## src/rtl/dacif_pkg.sv

```systemverilog
package dacif_pkg;

    localparam int BYTE_W = 8;
    localparam int CODE_W = 12;
    localparam int NIB_W  = CODE_W - BYTE_W;

    // Field order matches control byte bits 4..0
    typedef struct packed {
        logic pin_sel;
        logic mode8;
        logic range_hi;
        logic run;
        logic enable;
    } ctrl_t;

    localparam int CTRL_W = $bits(ctrl_t);
    localparam int RSV_W  = BYTE_W - CTRL_W;

    typedef enum logic [1:0] {
        SEL_NONE = 2'd0,
        SEL_LOW  = 2'd1,
        SEL_HIGH = 2'd2,
        SEL_CTRL = 2'd3
    } sel_e;

    function automatic ctrl_t ctrl_from_byte(input logic [BYTE_W-1:0] b);
        return ctrl_t'(b[CTRL_W-1:0]);
    endfunction

    function automatic logic [BYTE_W-1:0] ctrl_to_byte(input ctrl_t c);
        return {{RSV_W{1'b0}}, c};
    endfunction

    function automatic logic [CODE_W-1:0] map_code(input logic mode8,
                                                   input logic [BYTE_W-1:0] lo,
                                                   input logic [NIB_W-1:0] hi_nib);
        if (mode8)
            return {lo, {NIB_W{1'b0}}};
        else
            return {hi_nib, lo};
    endfunction

endpackage

```

## src/rtl/dacif_decode.sv

```systemverilog
module dacif_decode
    import dacif_pkg::*;
#(
    parameter logic [BYTE_W-1:0] LOW_ADDR  = 8'hFB,
    parameter logic [BYTE_W-1:0] HIGH_ADDR = 8'hFC,
    parameter logic [BYTE_W-1:0] CTRL_ADDR = 8'hFD
) (
    input  logic [BYTE_W-1:0] addr,
    output sel_e              sel
);

    always_comb begin
        if (addr == LOW_ADDR)
            sel = SEL_LOW;
        else if (addr == HIGH_ADDR)
            sel = SEL_HIGH;
        else if (addr == CTRL_ADDR)
            sel = SEL_CTRL;
        else
            sel = SEL_NONE;
    end

endmodule

```

## src/rtl/dacif_ctrl_reg.sv

```systemverilog
module dacif_ctrl_reg
    import dacif_pkg::*;
(
    input  logic              clk,
    input  logic              rst,
    input  logic              wr,
    input  logic [BYTE_W-1:0] wdata,
    output ctrl_t             ctrl_q,
    output ctrl_t             ctrl_nxt,
    output logic              pwr_dn
);

    always_comb begin
        ctrl_nxt = ctrl_q;
        if (wr)
            ctrl_nxt = ctrl_from_byte(wdata);
    end

    always_ff @(posedge clk) begin
        if (rst) begin
            ctrl_q <= '0;
            pwr_dn <= 1'b1;
        end else begin
            ctrl_q <= ctrl_nxt;
            if (wr)
                pwr_dn <= ~wdata[0];
        end
    end

    AST_PWR_FOLLOWS_EN: assert property (@(posedge clk) disable iff (rst)
        wr |=> (pwr_dn == !$past(wdata[0])));

    AST_PWR_MATCHES_REG: assert property (@(posedge clk) disable iff (rst)
        pwr_dn == !ctrl_q.enable);

    AST_CTRL_HOLD: assert property (@(posedge clk) disable iff (rst)
        !wr |=> $stable(ctrl_q));

endmodule

```

## src/rtl/dacif_data_regs.sv

```systemverilog
module dacif_data_regs
    import dacif_pkg::*;
(
    input  logic              clk,
    input  logic              rst,
    input  logic              run_nxt,
    input  logic              wr_low,
    input  logic              wr_high,
    input  logic [BYTE_W-1:0] wdata,
    output logic [BYTE_W-1:0] low_q,
    output logic [BYTE_W-1:0] high_q
);

    always_ff @(posedge clk) begin
        if (rst || !run_nxt) begin
            low_q  <= '0;
            high_q <= '0;
        end else begin
            if (wr_low)
                low_q <= wdata;
            if (wr_high)
                high_q <= wdata;
        end
    end

    AST_DATA_CLEARED: assert property (@(posedge clk) disable iff (rst)
        !run_nxt |=> (low_q == '0 && high_q == '0));

    AST_HIGH_STORES: assert property (@(posedge clk) disable iff (rst)
        (wr_high && run_nxt) |=> (high_q == $past(wdata)));

endmodule

```

## src/rtl/dacif_code_latch.sv

```systemverilog
module dacif_code_latch
    import dacif_pkg::*;
(
    input  logic              clk,
    input  logic              rst,
    input  logic              run_nxt,
    input  logic              mode8,
    input  logic              load,
    input  logic              wr_high,
    input  logic [BYTE_W-1:0] lo_in,
    input  logic [NIB_W-1:0]  hi_nib,
    output logic [CODE_W-1:0] code_q
);

    always_ff @(posedge clk) begin
        if (rst || !run_nxt)
            code_q <= '0;
        else if (load)
            code_q <= map_code(mode8, lo_in, hi_nib);
    end

    AST_LOAD_12BIT: assert property (@(posedge clk) disable iff (rst)
        (load && run_nxt && !mode8) |=>
            (code_q == {$past(hi_nib), $past(lo_in)}));

    AST_LOAD_8BIT: assert property (@(posedge clk) disable iff (rst)
        (load && run_nxt && mode8) |=>
            (code_q[CODE_W-1:NIB_W] == $past(lo_in) && code_q[NIB_W-1:0] == '0));

    AST_HIGH_NO_COMMIT: assert property (@(posedge clk) disable iff (rst)
        (wr_high && run_nxt) |=> $stable(code_q));

    AST_CLEAR_ZERO: assert property (@(posedge clk) disable iff (rst)
        !run_nxt |=> (code_q == '0));

    AST_CODE_HOLD: assert property (@(posedge clk) disable iff (rst)
        (!load && run_nxt) |=> $stable(code_q));

endmodule

```

## src/rtl/dac_regif.sv

```systemverilog
module dac_regif
    import dacif_pkg::*;
#(
    parameter logic [7:0] LOW_ADDR  = 8'hFB,
    parameter logic [7:0] HIGH_ADDR = 8'hFC,
    parameter logic [7:0] CTRL_ADDR = 8'hFD
) (
    input  logic        clk,
    input  logic        rst,
    input  logic [7:0]  bus_addr,
    input  logic        bus_wr,
    input  logic [7:0]  bus_wdata,
    output logic [7:0]  bus_rdata,
    output logic [11:0] dac_code,
    output logic        range_sel,
    output logic        pin_sel,
    output logic        pwr_dn
);

    sel_e              sel;
    ctrl_t             ctrl_q;
    ctrl_t             ctrl_nxt;
    logic [BYTE_W-1:0] low_q;
    logic [BYTE_W-1:0] high_q;
    logic              wr_low;
    logic              wr_high;
    logic              wr_ctrl;

    dacif_decode #(
        .LOW_ADDR (LOW_ADDR),
        .HIGH_ADDR(HIGH_ADDR),
        .CTRL_ADDR(CTRL_ADDR)
    ) u_decode (
        .addr(bus_addr),
        .sel (sel)
    );

    assign wr_low  = bus_wr && (sel == SEL_LOW);
    assign wr_high = bus_wr && (sel == SEL_HIGH);
    assign wr_ctrl = bus_wr && (sel == SEL_CTRL);

    dacif_ctrl_reg u_ctrl (
        .clk     (clk),
        .rst     (rst),
        .wr      (wr_ctrl),
        .wdata   (bus_wdata),
        .ctrl_q  (ctrl_q),
        .ctrl_nxt(ctrl_nxt),
        .pwr_dn  (pwr_dn)
    );

    dacif_data_regs u_data (
        .clk    (clk),
        .rst    (rst),
        .run_nxt(ctrl_nxt.run),
        .wr_low (wr_low),
        .wr_high(wr_high),
        .wdata  (bus_wdata),
        .low_q  (low_q),
        .high_q (high_q)
    );

    dacif_code_latch u_latch (
        .clk    (clk),
        .rst    (rst),
        .run_nxt(ctrl_nxt.run),
        .mode8  (ctrl_q.mode8),
        .load   (wr_low),
        .wr_high(wr_high),
        .lo_in  (bus_wdata),
        .hi_nib (high_q[NIB_W-1:0]),
        .code_q (dac_code)
    );

    always_comb begin
        case (sel)
            SEL_LOW:  bus_rdata = low_q;
            SEL_HIGH: bus_rdata = high_q;
            SEL_CTRL: bus_rdata = ctrl_to_byte(ctrl_q);
            default:  bus_rdata = '0;
        endcase
    end

    assign range_sel = ctrl_q.range_hi;
    assign pin_sel   = ctrl_q.pin_sel;

    AST_UNMAPPED_READ_ZERO: assert property (@(posedge clk) disable iff (rst)
        (sel == SEL_NONE) |-> (bus_rdata == '0));

    AST_RESERVED_ZERO: assert property (@(posedge clk) disable iff (rst)
        (sel == SEL_CTRL) |-> (bus_rdata[7:CTRL_W] == '0));

    AST_CLEARED_NO_CODE: assert property (@(posedge clk) disable iff (rst)
        !ctrl_q.run |-> (dac_code == '0 && low_q == '0 && high_q == '0));

endmodule

```

## config.mk

```make
export PLATFORM = sky130hd
export DESIGN_NAME = dac_regif
export DESIGN_NICKNAME = d
export VERILOG_FILES = /design/src/rtl/dacif_pkg.sv /design/src/rtl/dacif_decode.sv /design/src/rtl/dacif_ctrl_reg.sv /design/src/rtl/dacif_data_regs.sv /design/src/rtl/dacif_code_latch.sv /design/src/rtl/dac_regif.sv
export SDC_FILE = /design/constraint.sdc
export NUM_CORES = 1
export LEC_CHECK = 0
export BUFFER_PORTS_ARGS = -buffer_cell sky130_fd_sc_hd__buf_2
export CORE_MARGIN = 4
export CORE_UTILIZATION = 30
export CTS_BUF_LIST = sky130_fd_sc_hd__clkbuf_4 sky130_fd_sc_hd__clkbuf_8
export CTS_CLUSTER_DIAMETER = 80
export DETAILED_ROUTE_END_ITERATION = 12
export PLACE_DENSITY = 0.55
export SYNTH_ARGS = -nofsm -noshare
export SYNTH_HDL_FRONTEND = slang
export SYNTH_SLANG_ARGS = --single-unit
```

## constraint.sdc

```tcl
create_clock -name clk -period 2.5 [get_ports clk]
set_input_delay 0.125 -clock clk [delete_from_list [all_inputs] [get_ports clk]]
set_output_delay 0.125 -clock clk [all_outputs]
set_load 0.1 [all_outputs]
```

; Yosys cells after proc, flatten, opt, wreduce, memory -nomap -nowiden
; Index checks and enable logic that the tools add are counted.
[classes]
n_eq_ne = 6
muxes = 6
n_bitwise = 1
n_reduce_logical = 5
[op_table]
columns = op, count
row1 = "== test 8 bit, second input constant", 3
row2 = case mux 8 bit (3 select lines), 1
row3 = 2-to-1 mux 12 bit, 1
row4 = 2-to-1 mux 2 bit, 4
row5 = "== test 2 bit, second input constant", 2
row6 = logical AND 1 bit, 3
row7 = "== test 2 x 1 -> 1 bit, second input constant", 1
row8 = logical NOT 1 bit, 1
row9 = logical OR 1 bit, 1
row10 = NOT 1 bit, 1
[word_totals]
reg_bits = 34
inputBits = 19
out_inout_bits = 23

; Longest topological paths before layout
; Gate-level depths: netlist (run 1).
[logic_depth]
ltp_word = 9
ltp_mapped = 6
depth_no_buf = 3

; Modules after synthesis
; Synthesis (run 1) repeated with hierarchy kept, for this count alone.
[unflattened]
hier_cells = 155
hier_area_um2 = 1626.6
[by_module_without_submodules]
columns = module, instances, cells_each, area_per_inst_um2, seq_area_each_um2
row1 = dacif_data_regs, 1, 53, 625.6, 320.3
row2 = dacif_code_latch, 1, 53, 516.7, 240.2
row3 = dacif_ctrl_reg, 1, 20, 255.2, 120.1
row4 = dac_regif, 1, 22, 183.9, 0.0
row5 = dacif_decode, 1, 7, 45.0, 0.0

; Worst setup path after synthesis (run 1)
; OpenSTA, ideal clock, no wires.
[synth_timing]
kind = register to output
start = register, netlist name u_ctrl.ctrl_q[2]
end = output port bus_rdata[2]
arrival_time_ns = 2.084
setup_slack_ns = 0.291
path_stages_with_launch = 4
path_cell_list = dfxtp_1 inv_1 nor4_1 a221o_1
[synth_via]
elab_chain_len = 1
[synth_rtl]
columns = element, line_no
row1 = case mux 8 bit (3 select lines), dac_regif.sv:76  ; case (sel)
row2 = "end, declared", dac_regif.sv:13  ; output logic [7:0] bus_rdata,
; Every way passes these cells.

; Worst setup path in the final report (run 1)
[layout_timing]
start = input port bus_addr[1]
end = output port bus_rdata[0]
[layout_via]
elab_chain_len = 6
[layout_rtl]
columns = element, line_no
row1 = "start, declared", dac_regif.sv:10  ; input logic [7:0] bus_addr,
row2 = == test 8 bit, dacif_decode.sv:17  ; else if (addr == CTRL_ADDR)
row3 = 2-to-1 mux 2 bit, dacif_decode.sv:17
row4 = 2-to-1 mux 2 bit, dacif_decode.sv:15  ; else if (addr == HIGH_ADDR)
row5 = 2-to-1 mux 2 bit *, dacif_decode.sv:13  ; if (addr == LOW_ADDR)
row6 = == test 2 bit / == test 2 x 1 -> 1 bit (equally long branches), dac_regif.sv:76
row7 = case mux 8 bit (3 select lines) *, dac_regif.sv:76
; Mark *: on every way between the ends. The rest lies on a longest branch, timed or not.

==> qor.yml, run 1 <==
cap_violations: 0
ys_seq_elements: 34
synth_area_leaders: "dfxtp_1, o31ai_1, nand4_1"
synthSimpleGateAreaFrac: 0.194
synth.mux.area_fraction: 0.0476
synth_top_family_by_area: "compound AO/OA/AOI/OAI gates"
synth_top_cell_by_area: "dfxtp_1"
clk_latency_ns: 0.28
fp-row-count: 28
syn-instance-count: 207
worstPathArrival_ns: 1.79
cts_tree: "built"
drt-total-wl_mm: 5.66
synth_ff_type: "dfxtp_1"
seq_area_frac_synth: 0.360
cp-end-kind: "primary output"
synth-compound-area-share: 0.321
skew_ns: 0.00553
final_cell_mix: "dfxtp_1, buf_2, nand4_1"
syn_area_per_cell_um2: 9.15
die_x_um: 87.4
finalCritPeriodShare: 0.766
synth_cell_types: 30
final-hold-violation-count: 0
crit_type: "input port to primary output"
clock_sink_count: 34
tightest_slew_ns: 0.785
netlist.area_leader.share: 0.360
min_period_ns: 1.91
cts_buffers: 5
via_count: 1828
synthesis.area_mm2: 0.00189
grt_max_degree: 33
die_area_mm2: 0.00764
hold_buffers: 0
max_freq_mhz: 523
drc: 0
syn2layout_area_growth_pct: 23.9
dr.first_iter.drc_count: 171
die_h_um: 87.4
hp-class: "input port to register"
whs_ns: 0.103
ioPinCount: 42
ir_drop_uv: 238
n_antenna_cell: 0
avgRoutedWirePerCell_um: 18.2
yosys_warnings: 0
synthXorXnorAreaFrac: 0
detail-route-antenna-nets: 0
initial_core_util: 0.314
synth_edf_count: 0
status: "complete, no violations"
post_cts_buffers: 0
cp-start-kind: "input port"
required_ns: 2.38
ctsResizeCount: 0
ctsRootBufferMaster: "clkbuf_8"
grt_pass1_vias: 1781
htreeDepth: 2
n_fill_cell: 619
power.density_mw_per_mm2: 441
power.leakage_uw: 0.000739
async_flop_share: 0
io_buffers: 41
globalRouteOverflowTotal: 0
synth_nets: 226
rsz0062_at_grt: "no"
path_max_fanout: 9
drt_pass1_iterations: 4
gp_congestion: 0.792
grt.total_usage: 0.157
drv_slew: 0
viasPerCell: 5.86
coreArea_mm2: 0.00603
final_nets: 257
mostFrequentLayoutCell: "dfxtp_1"
tns_ns: 0
drive_above_1_share: 0.321
max-clock-path-buffers: 2
grt_pass1_wl_mm: 9.46
yosys.area_share.adder: 0
setup_viol: 0
clk_pin_slew_ns: 0.07
dp_hpwl_mm: 3.85
antenna_found_initial: 0
maxSlewHeadroom: 0.477
-- synth_stat cells (2+ instances only) --
library cell	count
a22o_1	3
nor2b_1	5
clkbuf_1	21
nand3b_1	2
a31oi_1	8
nand4_1	27
a22oi_1	11
dfxtp_1	34
nand2_1	2
a211oi_1	8
buf_6	2
a21oi_1	4
nor4_1	13
a221o_1	5
o31ai_1	24
inv_1	6
a22oi_2	9
mux2_2	8
buf_2	3
and3b_1	2
-- registers in the layout, indices dropped and copies added (netlist names) --
register and cells:
u_data.low_q 8, u_latch.code_q 12, u_ctrl.ctrl_q 5, u_data.high_q 8, u_ctrl.pwr_dn 1
-- worst paths after layout --
check,startpoint,to,slack (ns),cells after the start
worst min register to register,u_latch.code_q[0],u_latch.code_q[0],0.48,2
worst max-delay path,bus_addr[1],bus_rdata[0],0.59,5
worst min-delay path,rst,u_ctrl.ctrl_q[2],0.10,2
worst max register to register,u_ctrl.ctrl_q[1],u_data.high_q[6],1.14,4
-- metrics by stage --
stage | area [um^2] | util | power [uW] | setup WS [ns] | cells
finish | 2350 | 0.389 | 1040 | 0.586 | 312
detailed placement | 2260 | 0.376 | 644 | 0.597 | 306
floorplan | 1890 | - | 602 | 0.291 | 207
global route | 2350 | 0.389 | 1080 | 0.497 | 312
CTS | 2350 | 0.389 | 1040 | 0.597 | 312
global placement | 2260 | 0.376 | 642 | 0.660 | 306
-- cell families (layout without fill, tap and decap cells) --
logic type | after synthesis | count (layout)
DFF | 34 | 34
AOI/OAI and AO/OA | 75 | 75
and+or+nand+nor | 57 | 57
buffers and inverters | 33 | 63
muxes | 8 | 8
-- worst max-delay path, cell delays in order --
cell	delay, ns
buf_2	0.12
or3b_1	0.57
nor3_2	0.49
a221o_1	0.29
buf_12	0.18
-- where the power goes --
group	leakage [uW]	internal (uW)	switching, uW	total, uW
Combinational	0.000422	25.3	65.5	90.8
Clock	0.0000431	212	190	403
Sequential	0.000274	542	0.0602	542
Total	0.000739	779	256	1040
-- final cells by class --
| class | instances | area, um^2 | area share |
|---|---|---|---|
| multi-input cells | 140 | 1070 | 0.454 |
| clock buffers | 6 | 82.6 | 0.0352 |
| repair buffers | 51 | 400 | 0.171 |
| inverters | 6 | 22.5 | 0.00960 |
| flip-flops and latches | 34 | 681 | 0.290 |
| well taps | 75 | 93.8 | 0.0400 |
-- metal layers --
metal  global-route usage  up-vias  part of all wire
li1                     -      909                 -
met1                0.228      849              0.48
met2                0.234       68              0.45
met3               0.0369        2             0.070
met4               0.0335        0            0.0044
met5                    0        -                 0
Power figures use the tool's default switching activity.
==> run 2: changes to the inputs <==
==> constraint.sdc (replaced) <==
create_clock -name clk -period 1.9 [get_ports clk]
set_input_delay 0.095 -clock clk [delete_from_list [all_inputs] [get_ports clk]]
set_output_delay 0.095 -clock clk [all_outputs]
set_load 0.1 [all_outputs]
==> qor.yml, run 2 (synthesis gave the netlist of run 1 again) <==
ioPinCount: 42  # unchanged
max_freq_mhz: 569
cts_tree: "built"
r2r_start: "u_ctrl.ctrl_q[3]"
ctsResizeCount: 0  # unchanged
drt-total-wl_mm: 5.65  # -0.21%
place_ws_ns: 0.418  # -0.180 ns
io_buffers: 41  # unchanged
multi_input_area_mm2: 0.00107  # +0.23%
cp-start-kind: "register"
fin_area_mm2: 0.00244  # +4.0%
die_x_um: 87.4  # unchanged
power.density_mw_per_mm2: 627  # +42%
dp_hpwl_mm: 3.92  # +1.6%
final-hold-violation-count: 0  # unchanged
required_ns: 1.80  # -0.58 ns
drc: 0  # unchanged
whs_path_depth: 2  # unchanged
clk_latency_ns: 0.29  # about the same
reg.largest.list: "u_latch.code_q (12), u_data.high_q (8), u_data.low_q (8)"
setup_viol: 0  # unchanged
avgRoutedWirePerCell_um: 17.6  # -3.3%
hp-class: "input port to register"
fin_cells: 322  # +3.2%
fin_ws_ns: 0.141  # -0.445 ns
grt.total_usage: 0.153  # -0.00378
drv_slew: 0  # unchanged
worstPathArrival_ns: 1.66  # -0.13 ns
rr_worst_depth: 4  # unchanged
post_cts_buffers: 0  # unchanged
mostFrequentLayoutCell: "dfxtp_1"
cp-end-kind: "primary output"
maxSlewHeadroom: 0.677  # +0.200
fp-row-count: 28  # unchanged
top_register: "u_latch.code_q"
final_nets: 265  # +3.1%
grt_max_degree: 33  # unchanged
largest_reg_flops: 12  # unchanged
clock_sink_count: 34  # unchanged
path_max_fanout: 7  # -2
finalCritPeriodShare: 0.926
gp_congestion: 0.815  # +2.8%
initial_core_util: 0.314  # unchanged
tns_ns: 0  # unchanged
clk_pin_slew_ns: 0.07  # about the same
via_count: 1863  # +1.9%
drt_pass1_iterations: 4  # unchanged
die_h_um: 87.4  # unchanged
regArea_um2: 681  # unchanged
final_cell_mix: "dfxtp_1, buf_2, nand4_1"
max-clock-path-buffers: 2  # unchanged
drive_above_1_share: 0.356  # +0.0356
crit_type: "register to primary output"
hold_buffers: 0  # unchanged
reg2reg_slack_ns: 0.46  # -0.68 ns
power.leakage_uw: 0.000794  # +7.5%
coreArea_mm2: 0.00603  # unchanged
syn2layout_area_growth_pct: 28.9
cts_buffers: 5  # unchanged
ir_drop_uv: 357  # +50%
n_fill_cell: 634  # +2.4%
rsz0062_at_grt: "no"
hold_start: "rst"
n_antenna_cell: 0  # unchanged
globalRouteOverflowTotal: 0  # unchanged
grt_pass1_vias: 1771  # -0.56%
detail-route-antenna-nets: 0  # unchanged
min_period_ns: 1.76
final_util: 0.405  # +0.0156
dr.first_iter.drc_count: 218  # +27%
antenna_found_initial: 0  # unchanged
viasPerCell: 5.79  # -1.3%
cap_violations: 0  # unchanged
skew_ns: 0.0115  # +0.00594 ns
dpl.cell_count: 314  # +2.6%
r2r-end: "u_latch.code_q[11]"
status: "complete, no violations"
dpl_cell_area_mm2: 0.00233  # +2.8%
grt_pass1_wl_mm: 9.16  # -3.1%
die_area_mm2: 0.00764  # unchanged
ctsRootBufferMaster: "clkbuf_8"
htreeDepth: 2  # unchanged
tightest_slew_ns: 0.488  # -0.297 ns
min_to: "u_ctrl.ctrl_q[0]"
## run 2: final cells by class
cell class | instances | share of cell area
Clock inverter | 1 | 0.0123
Sequential cell | 34 | 0.279
Multi-Input combinational cell | 140 | 0.438
Clock buffer | 7 | 0.0344
Tap cell | 75 | 0.0385
Timing Repair Buffer | 59 | 0.189
Inverter | 6 | 0.00923
## run 2: power breakdown
| part | internal [uW] | switching (uW) | total, uW |
|---|---|---|---|
| Clock | 421 | 271 | 692 |
| Sequential | 712 | 0.130 | 712 |
| Combinational | 38.4 | 87.6 | 126 |
| Total | 1170 | 358 | 1530 |
## run 2: how the worst max path moves through the flow
stage | to | startpoint | slack (ns) | cells past startpoint
after CTS | bus_rdata[3] | u_ctrl.ctrl_q[3] | 0.12 | 4
after floorplan | bus_rdata[0] | bus_addr[1] | 0.01 | 4
final | bus_rdata[3] | u_ctrl.ctrl_q[3] | 0.14 | 4
after global placement | bus_rdata[3] | bus_addr[1] | 0.37 | 6
after detailed placement | bus_rdata[3] | bus_addr[1] | 0.42 | 6
after global routing | bus_rdata[3] | u_ctrl.ctrl_q[3] | 0.009 | 4
## run 2: per-layer routing
layer	track usage	share of wire	up-vias
li1	-	-	926
met1	0.220	0.50	883
met2	0.227	0.44	49
met3	0.0293	0.047	5
met4	0.0544	0.013	0
met5	0	0	-
## run 2: per-stage QoR
stage | hold slack, ns | total power (uW)
after floorplan | 0.164 | 792
after global placement | 0.373 | 853
after detailed placement | 0.371 | 852
after CTS | 0.0560 | 1540
after global routing | 0.0779 | 1580
final | 0.0652 | 1530
## run 2: critical path: stages (launching register included)
cell and delay, ns:
dfxtp_1 0.49, inv_1 0.09, nor4_1 0.38, a221o_1 0.22
buf_12 0.18
==> run 3: changes to the inputs <==
--- a/config.mk
+++ b/config.mk
@@ -11,7 +11,8 @@
 export CTS_BUF_LIST = sky130_fd_sc_hd__clkbuf_4 sky130_fd_sc_hd__clkbuf_8
 export CTS_CLUSTER_DIAMETER = 80
 export DETAILED_ROUTE_END_ITERATION = 12
-export PLACE_DENSITY = 0.55
+export PLACE_DENSITY = 0.56
 export SYNTH_ARGS = -nofsm -noshare
 export SYNTH_HDL_FRONTEND = slang
+export SYNTH_HIERARCHICAL = 1
 export SYNTH_SLANG_ARGS = --single-unit
==> qor.yml, run 3 <==
status: "complete, no violations"
power.density_mw_per_mm2: 615  # -1.9%
yosys_warnings: 6  # +6
finalCritPeriodShare: 0.872  # -0.0537
cts_tree: "built"
whs_ns: 0.0894  # +0.0242 ns
tightest_slew_ns: 0.508  # +0.0198 ns
clock_sink_count: 34  # unchanged
drive_above_1_share: 0.404  # +0.0478
synth_ff_type: "dfxtp_1"
drt_pass1_iterations: 4  # unchanged
gp_congestion: 0.699  # -14%
die_area_mm2: 0.00666  # -13%
fp-row-count: 26  # -7.1%
detail-route-antenna-nets: 0  # unchanged
final_cell_mix: "dfxtp_1, buf_2, mux2i_1"
synth_top_cell_by_area: "dfxtp_1"
die_x_um: 81.6  # -6.6%
clk_latency_ns: 0.28  # about the same
mostFrequentLayoutCell: "dfxtp_1"
reg.largest.list: "u_latch/code_q (12), u_data/high_q (8), u_data/low_q (8)"
worstPathArrival_ns: 1.56  # -0.10 ns
n_antenna_cell: 0  # unchanged
syn_area_per_cell_um2: 10.5  # +15%
htreeDepth: 2  # unchanged
syn2layout_area_growth_pct: 27.7
synth_nets: 174  # -23%
cts_buffers: 5  # unchanged
hp-class: "input port to register"
netlist_top_cells_count: "dfxtp_1, mux2i_1, nor2_1"
synthesis.area_mm2: 0.00163  # -14%
synth_most_common_cell: "dfxtp_1"
avgRoutedWirePerCell_um: 13.1  # -26%
synth_edf_count: 0  # unchanged
max_freq_mhz: 604  # +6.2%
rsz0062_at_grt: "no"
top_register: "u_latch/code_q"
drt-total-wl_mm: 3.50  # -38%
p_sw_uw: 263  # -27%
ioPinCount: 42  # unchanged
syn-instance-count: 155  # -25%
dpl.cell_count: 261  # -17%
grt.total_usage: 0.113  # -0.0400
seq_area_frac_synth: 0.418  # +0.0589
combPwrFrac: 0.039  # -0.043
final_nets: 217  # -18%
cp-start-kind: "input port"
min_period_ns: 1.66  # -0.102 ns
power.leakage_uw: 0.000744  # -6.4%
final-hold-violation-count: 0  # unchanged
pwr-share-seq: 0.558  # +0.092
dp_hpwl_mm: 2.57  # -34%
ys_seq_elements: 34  # unchanged
netlist.area_leader.share: 0.418  # +0.0589
skew_ns: 0.00594  # -0.00553 ns
io_buffers: 41  # unchanged
synth_cell_types: 26  # -13%
cap_violations: 0  # unchanged
tns_ns: 0  # unchanged
antenna_found_initial: 0  # unchanged
drc: 0  # unchanged
via_count: 1209  # -35%
p_int_uw: 1020  # -13%
required_ns: 1.80  # about the same
async_flop_share: 0  # unchanged
initial_core_util: 0.314  # about the same
die_h_um: 81.6  # -6.6%
cp-end-kind: "primary output"
grt_max_degree: 19  # -42%
sw_frac_of_total: 0.206  # -0.0285
clk_pin_slew_ns: 0.07  # about the same
dr.first_iter.drc_count: 24  # -89%
finalPower_uw: 1280  # -16%
globalRouteOverflowTotal: 0  # unchanged
drv_slew: 0  # unchanged
grt_pass1_vias: 1151  # -35%
hold_buffers: 0  # unchanged
final_util: 0.402  # -0.00335
ir_drop_uv: 214  # -40%
crit_type: "input port to primary output"
clkPwrFrac: 0.404  # -0.048
post_cts_buffers: 0  # unchanged
grt_pass1_wl_mm: 5.65  # -38%
viasPerCell: 4.51  # -22%
ctsRootBufferMaster: "clkbuf_8"
ctsResizeCount: 0  # unchanged
maxSlewHeadroom: 0.661  # -0.0154
setup_viol: 0  # unchanged
fin_cells: 268  # -17%
largest_reg_flops: 12  # unchanged
path_max_fanout: 7  # unchanged
n_fill_cell: 510  # -20%
coreArea_mm2: 0.00517  # -14%
synth_area_leaders: "dfxtp_1, mux2i_1, mux2_4"
max-clock-path-buffers: 2  # unchanged
==> run 3: cell types whose count changed after synthesis, moves of 6 or more <==
cell / delta
mux2i_1: +24
a22oi_2: -9
nand4_1: -27
nor4_1: -13
clkbuf_1: -20
o31ai_1: -24
a22oi_1: -11
inv_1: -6
nor2_2: +10
a31oi_1: -8
mux2_4: +6
nor2_1: +15
==> run 3: final timing paths <==
path                     start            endpoint  slack [ns]  cells after the start
max                bus_addr[1]        bus_rdata[4]        0.24                      7
min                        rst    u_ctrl/ctrl_q[3]        0.09                      2
max reg2reg   u_ctrl/ctrl_q[1]  u_latch/code_q[11]        0.70                      3
min reg2reg  u_latch/code_q[2]   u_latch/code_q[2]        0.46                      2
==> run 3: power groups by stage <==
stage / registers (uW) / clock network [uW] / logic [uW]
2_1_floorplan: 729 / 0 / 14.7
3_3_place_gp: 729 / 0 / 49.4
3_5_place_dp: 729 / 0 / 49.9
4_1_cts: 712 / 537 / 50.2
5_1_grt: 712 / 564 / 54.8
6_report: 713 / 516 / 49.4
==> run 3: cell families (layout without fill, tap and decap cells) <==
family,after synthesis,after routing,synth area share
AO/OA/AOI/OAI,21,21,0.0969
XOR/XNOR,1,1,0.00539
buffers and inverters,12,55,0.0638
AND/OR/NAND/NOR,53,53,0.185
multiplexers,34,34,0.231
flip-flops,34,34,0.418
==> run 3: critical path: stages <==
cell	delay (ns)
buf_2	0.11
nand3b_1	0.14
nor3_1	0.23
buf_4	0.24
mux2_2	0.34
a22o_2	0.23
buf_12	0.17
==> run 3: final cells by class <==
class                      count  area, um^2  share of cell area
clock buffer                   7        83.8              0.0404
multi-input combinational    109         847               0.408
sequential                    34         681               0.328
tap                           70        87.6              0.0422
timing repair buffer          48         378               0.182
==> run 3: layer usage <==
layer	GRT usage	routed length [um]
met3	0.0384	244
met4	0.0449	61
met2	0.157	1400
met5	0	0
met1	0.159	1800
==> run 3: through the flow <==
stage,cell area (um^2),worst slack (ns)
finish,2080,0.243
global route,2080,0.122
CTS,2080,0.224
detailed placement,1990,0.0933
global placement,1990,0.116
floorplan,1630,0.0917
